==> config.mk <==
export PLATFORM = sky130hd
export DESIGN_NAME = frac_rate_gen
export DESIGN_NICKNAME = d
export VERILOG_FILES = /design/src/rtl/frac_pkg.sv /design/src/rtl/frac_cfg_regs.sv /design/src/rtl/frac_accum.sv /design/src/rtl/frac_tick_reg.sv /design/src/rtl/frac_rate_gen.sv
export SDC_FILE = /design/constraint.sdc
export NUM_CORES = 1
export LEC_CHECK = 0
export ABC_AREA = 1
export BUFFER_PORTS_ARGS = -buffer_cell sky130_fd_sc_hd__buf_4
export CAP_MARGIN = 20
export CORE_MARGIN = 4
export CORE_UTILIZATION = 45
export CTS_CLUSTER_SIZE = 14
export DETAILED_ROUTE_END_ITERATION = 6
export GPL_ROUTABILITY_DRIVEN = 0
export GPL_TIMING_DRIVEN = 1
export PLACE_DENSITY_LB_ADDON = 0.25
export SLEW_MARGIN = 15
export SYNTH_ARGS = -nofsm -noshare
export SYNTH_HDL_FRONTEND = slang
export SYNTH_SLANG_ARGS = --single-unit
==> constraint.sdc <==
create_clock -name clk -period 5.3 [get_ports clk]
set_input_delay 0.795 -clock clk [delete_from_list [all_inputs] [get_ports clk]]
set_output_delay 0.795 -clock clk [all_outputs]
set_load 0.005 [all_outputs]
==> src/rtl/frac_pkg.sv <==
package frac_pkg;
  typedef enum logic {
    SEL_START = 1'b0,
    SEL_STEP  = 1'b1
  } cfg_sel_e;
endpackage

==> src/rtl/frac_cfg_regs.sv <==
module frac_cfg_regs #(
  parameter int W         = 16,
  parameter int DEF_START = 10,
  parameter int DEF_STEP  = 3
) (
  input  logic         clk,
  input  logic         rst,
  input  logic         wr_en,
  input  logic         wr_sel,
  input  logic [W-1:0] wr_data,
  input  logic         apply,
  output logic [W-1:0] pend_start_o,
  output logic [W-1:0] pend_step_o,
  output logic [W-1:0] act_step_o
);
  import frac_pkg::*;

  localparam logic [W-1:0] RST_START = W'(DEF_START);
  localparam logic [W-1:0] RST_STEP  = W'(DEF_STEP);

  logic start_wr, step_wr;

  always_comb begin
    start_wr = wr_en && (cfg_sel_e'(wr_sel) == SEL_START) && (wr_data != '0);
    step_wr  = wr_en && (cfg_sel_e'(wr_sel) == SEL_STEP);
  end

  always_ff @(posedge clk) begin
    if (rst) begin
      pend_start_o <= RST_START;
      pend_step_o  <= RST_STEP;
    end else begin
      if (start_wr) pend_start_o <= wr_data;
      if (step_wr)  pend_step_o  <= wr_data;
    end
  end

  always_ff @(posedge clk) begin
    if (rst)        act_step_o <= RST_STEP;
    else if (apply) act_step_o <= pend_step_o;
  end
endmodule

==> src/rtl/frac_accum.sv <==
module frac_accum #(
  parameter int W         = 16,
  parameter int DEF_START = 10
) (
  input  logic         clk,
  input  logic         rst,
  input  logic         restart,
  input  logic [W-1:0] step_i,
  input  logic [W-1:0] start_i,
  output logic [W-1:0] acc_o,
  output logic         wrap_o
);
  localparam int           XW        = W + 1;
  localparam logic [W-1:0] RST_START = W'(DEF_START);

  logic [XW-1:0] sum_x, left_x;
  logic [W-1:0]  reload_v, acc_nxt;
  logic          at_edge;

  always_comb begin
    at_edge  = (acc_o <= step_i);
    sum_x    = {1'b0, acc_o} + {1'b0, start_i};
    left_x   = sum_x - {1'b0, step_i};
    reload_v = (sum_x > {1'b0, step_i}) ? left_x[W-1:0] : start_i;
    acc_nxt  = at_edge ? reload_v : (acc_o - step_i);
    wrap_o   = at_edge && !restart;
  end

  always_ff @(posedge clk) begin
    if (rst)          acc_o <= RST_START;
    else if (restart) acc_o <= start_i;
    else              acc_o <= acc_nxt;
  end
endmodule

==> src/rtl/frac_tick_reg.sv <==
module frac_tick_reg (
  input  logic clk,
  input  logic rst,
  input  logic wrap_i,
  output logic tick_o
);
  always_ff @(posedge clk) begin
    if (rst) tick_o <= 1'b0;
    else     tick_o <= wrap_i;
  end
endmodule

==> src/rtl/frac_rate_gen.sv <==
module frac_rate_gen #(
  parameter int W         = 16,
  parameter int DEF_START = 10,
  parameter int DEF_STEP  = 3
) (
  input  logic         clk,
  input  logic         rst,
  input  logic         wr_en,
  input  logic         wr_sel,
  input  logic [W-1:0] wr_data,
  input  logic         restart,
  output logic         tick_o
);
  logic [W-1:0] pend_start, pend_step, act_step, acc_q;
  logic         wrap, apply;

  assign apply = wrap | restart;

  frac_cfg_regs #(.W(W), .DEF_START(DEF_START), .DEF_STEP(DEF_STEP)) u_cfg (
    .clk(clk), .rst(rst), .wr_en(wr_en), .wr_sel(wr_sel), .wr_data(wr_data),
    .apply(apply), .pend_start_o(pend_start), .pend_step_o(pend_step),
    .act_step_o(act_step)
  );

  frac_accum #(.W(W), .DEF_START(DEF_START)) u_acc (
    .clk(clk), .rst(rst), .restart(restart), .step_i(act_step),
    .start_i(pend_start), .acc_o(acc_q), .wrap_o(wrap)
  );

  frac_tick_reg u_tick (
    .clk(clk), .rst(rst), .wrap_i(wrap), .tick_o(tick_o)
  );
endmodule

==> impl_metrics.json <==
{
  "status": "complete, no violations",
  "finalHoldViolCount": 0,
  "diodes": 0,
  "vias_per_cell": 5.403,
  "synth_ff_type": "dfxtp_1",
  "path_cells": "ha_1 > nand2_1 > o21ai_0 > nand2_1 > o211ai_1 > nand2_1 > a21oi_1 > a21oi_1 > xnor2_1 > ha_1 > nand2_2 > nor3_2 > nand2_1 > nand2_1 > inv_2 > nand2_4 > nand2_8 > inv_4 > nand2_1 > nand3_1 > nand2_1 > nor2_1",
  "first_pass_iters": 5,
  "synth-compound-area-share": 0.1998,
  "drtIter0Drc": 401,
  "worstReg2RegStart": "u_cfg.pend_start_o[2]",
  "core_area_um2": 11610,
  "hpwl_um": 11990,
  "yosysWarnings": 0,
  "grt_max_degree": 32,
  "clock-root-buffer": "clkbuf_16",
  "yosysSeqAreaShare": 0.2396,
  "post-route-period-util": 0.7133,
  "finalSetupViolCount": 0,
  "wl_um": 14840,
  "io_buffers": 21,
  "synth_nets": 864,
  "cap_violations": 0,
  "stdcell_area_um2": 6010,
  "cts_inserted_buffers": 9,
  "cpMostUsedCell": "nand2_1",
  "wl_per_cell_um": 15.55,
  "hold_buffers": 0,
  "yosysTopAreaCellShare": 0.2396,
  "tns_ps": 0,
  "cts_sinks": 65,
  "first_global_vias": 4929,
  "synthMuxAreaShare": 0,
  "num-fill-cells": 1155,
  "synthAdderAreaFrac": 0.1217,
  "layout_common_cells": "nand2_1, inv_1, a21oi_1",
  "synth_top_family_by_area": "simple AND/OR/NAND/NOR gates",
  "start_util": 0.4676,
  "drtAntennaViolNets": 0,
  "synthXorXnorAreaFrac": 0.05484,
  "rsz0062_at_grt": "no",
  "max-slew-margin-rel": 0.4400,
  "clk_pin_slew_ps": 60,
  "synth_edf_count": 0,
  "syn_area_per_cell_um2": 6.856,
  "cts_tree": "done",
  "final_layout_size_suffix_gt1_frac": 0.1455,
  "die_w_um": 117.9,
  "crit_path_start_kind": "register",
  "pin_count": 22,
  "worstPathMaxFanout": 17,
  "critical_path.startpoint": "u_cfg.pend_start_o[2]",
  "max_stage_delay_ps": 380,
  "antenna_found_initial": 0,
  "grt_pass1_wl_um": 24520,
  "grt_usage": 0.2165,
  "worst_pin_slew_ps": 838.0,
  "critPathKind": "reg2reg",
  "synthToLayoutAreaGrowth_pct": 10.67,
  "htreeDepth": 3,
  "cts_setup_buffers": 0,
  "place_area_um2": 5655,
  "synth_top_cell_by_area": "dfxtp_1",
  "syn_inst": 792,
  "drc": 0,
  "synth_seq_cells": 65,
  "worstPathRequired_ps": 5570,
  "final_common_cell": "nand2_1",
  "synthArstFlopShare": 0,
  "synthSimpleGateAreaFrac": 0.2705,
  "timing.fmax_mhz": 264.5,
  "overflow": 0,
  "hold_start": "u_cfg.pend_step_o[3]",
  "synthesis.area_um2": 5430,
  "insertion_delay_ps": 330,
  "die_h_um": 117.9,
  "slowest_stage": "ha_1",
  "die-area_um2": 13890,
  "synth_area_leaders": "dfxtp_1, ha_1, nand2_1",
  "fin_skew_ps": 3.556,
  "hold_class": "reg2reg",
  "clockBufferDepth": 2,
  "rows": 39,
  "final_core_util": 0.5175,
  "cp-end-kind": "register",
  "vias": 5154,
  "final_nets": 878,
  "period_needed_ps": 3781,
  "ys_types": 47,
  "slew_viol_final": 0,
  "cts_resized": 0,
  "cp.arrival_ps": 4050
}
## critical path: cells and delay by family (launching register included)
kind,cells,cell delay [ps]
AOI/OAI and AO/OA,4,920
DFF,1,330
buffers and inverters,2,260
xor gates and xnor gates,1,140
and+or+nand+nor,13,1310
adders and majority gates,2,740
## path summary, 6_finish.rpt
path / to / slack (ps) / cells after the start
setup / recovery: u_acc.acc_o[8] / 1520 / 22
hold / removal: u_cfg.pend_step_o[3] / 440 / 2
setup reg to reg: u_acc.acc_o[8] / 1520 / 22
hold reg to reg: u_cfg.pend_step_o[3] / 440 / 2
## per-layer routing
layer | GRT usage | part of all wire
met2 | 0.3507 | 0.45
met1 | 0.2942 | 0.47
met5 | 0 | 0
met4 | 0.07253 | 0.024
met3 | 0.03364 | 0.053
## synthesized netlist by cell type, types with 5 or more instances
| library cell | number |
|---|---|
| xnor2_1 | 21 |
| inv_2 | 10 |
| a21oi_1 | 94 |
| o21ai_0 | 53 |
| a21oi_2 | 10 |
| nand2_4 | 6 |
| nand3_1 | 40 |
| dfxtp_1 | 65 |
| nand3_2 | 10 |
| nand4_1 | 5 |
| inv_1 | 116 |
| clkbuf_1 | 14 |
| ha_1 | 48 |
| nand2_2 | 24 |
| nand2_1 | 150 |
| nor2_1 | 38 |
| o21ai_1 | 15 |
| nor3_1 | 6 |
| xor2_1 | 13 |
## cell families after synthesis
kind of cell             count (synthesis)
AO/OA/AOI/OAI                          194
XOR/XNOR                                34
adder cells (fa/ha/maj)                 51
buffers and inverters                  148
flip-flops                              65
AND/OR/NAND/NOR                        300
## sequential cells by signal, summed over array words and instances, names as in the netlist
register            cells
u_acc.acc_o            16
u_cfg.act_step_o       16
u_cfg.pend_start_o     16
u_cfg.pend_step_o      16
u_tick.tick_o           1
## stage by stage
stage          hold slack [ps]  cells  worst slack, ps
6_report                 442.7    954             1519
3_5_place_dp             436.7    938             1548
3_3_place_gp             431.5    937             1606
5_1_grt                  464.2    954             1185
4_1_cts                  445.6    954             1527
2_1_floorplan            423.8    792             2078
## final cells by class
| cell class | count | area (um^2) | share of cell area |
|---|---|---|---|
| Multi-Input combinational cell | 579 | 3512 | 0.5844 |
| Sequential cell | 65 | 1301 | 0.2165 |
| Inverter | 128 | 483.0 | 0.08037 |
| Clock buffer | 10 | 239.0 | 0.03977 |
| Timing Repair Buffer | 23 | 180.2 | 0.02998 |
| Tap cell | 143 | 178.9 | 0.02977 |
| Clock inverter | 6 | 115.1 | 0.01915 |
Power is not shown: default switching activity piles up to over one toggle a cycle in this logic, so the estimate is an artifact.
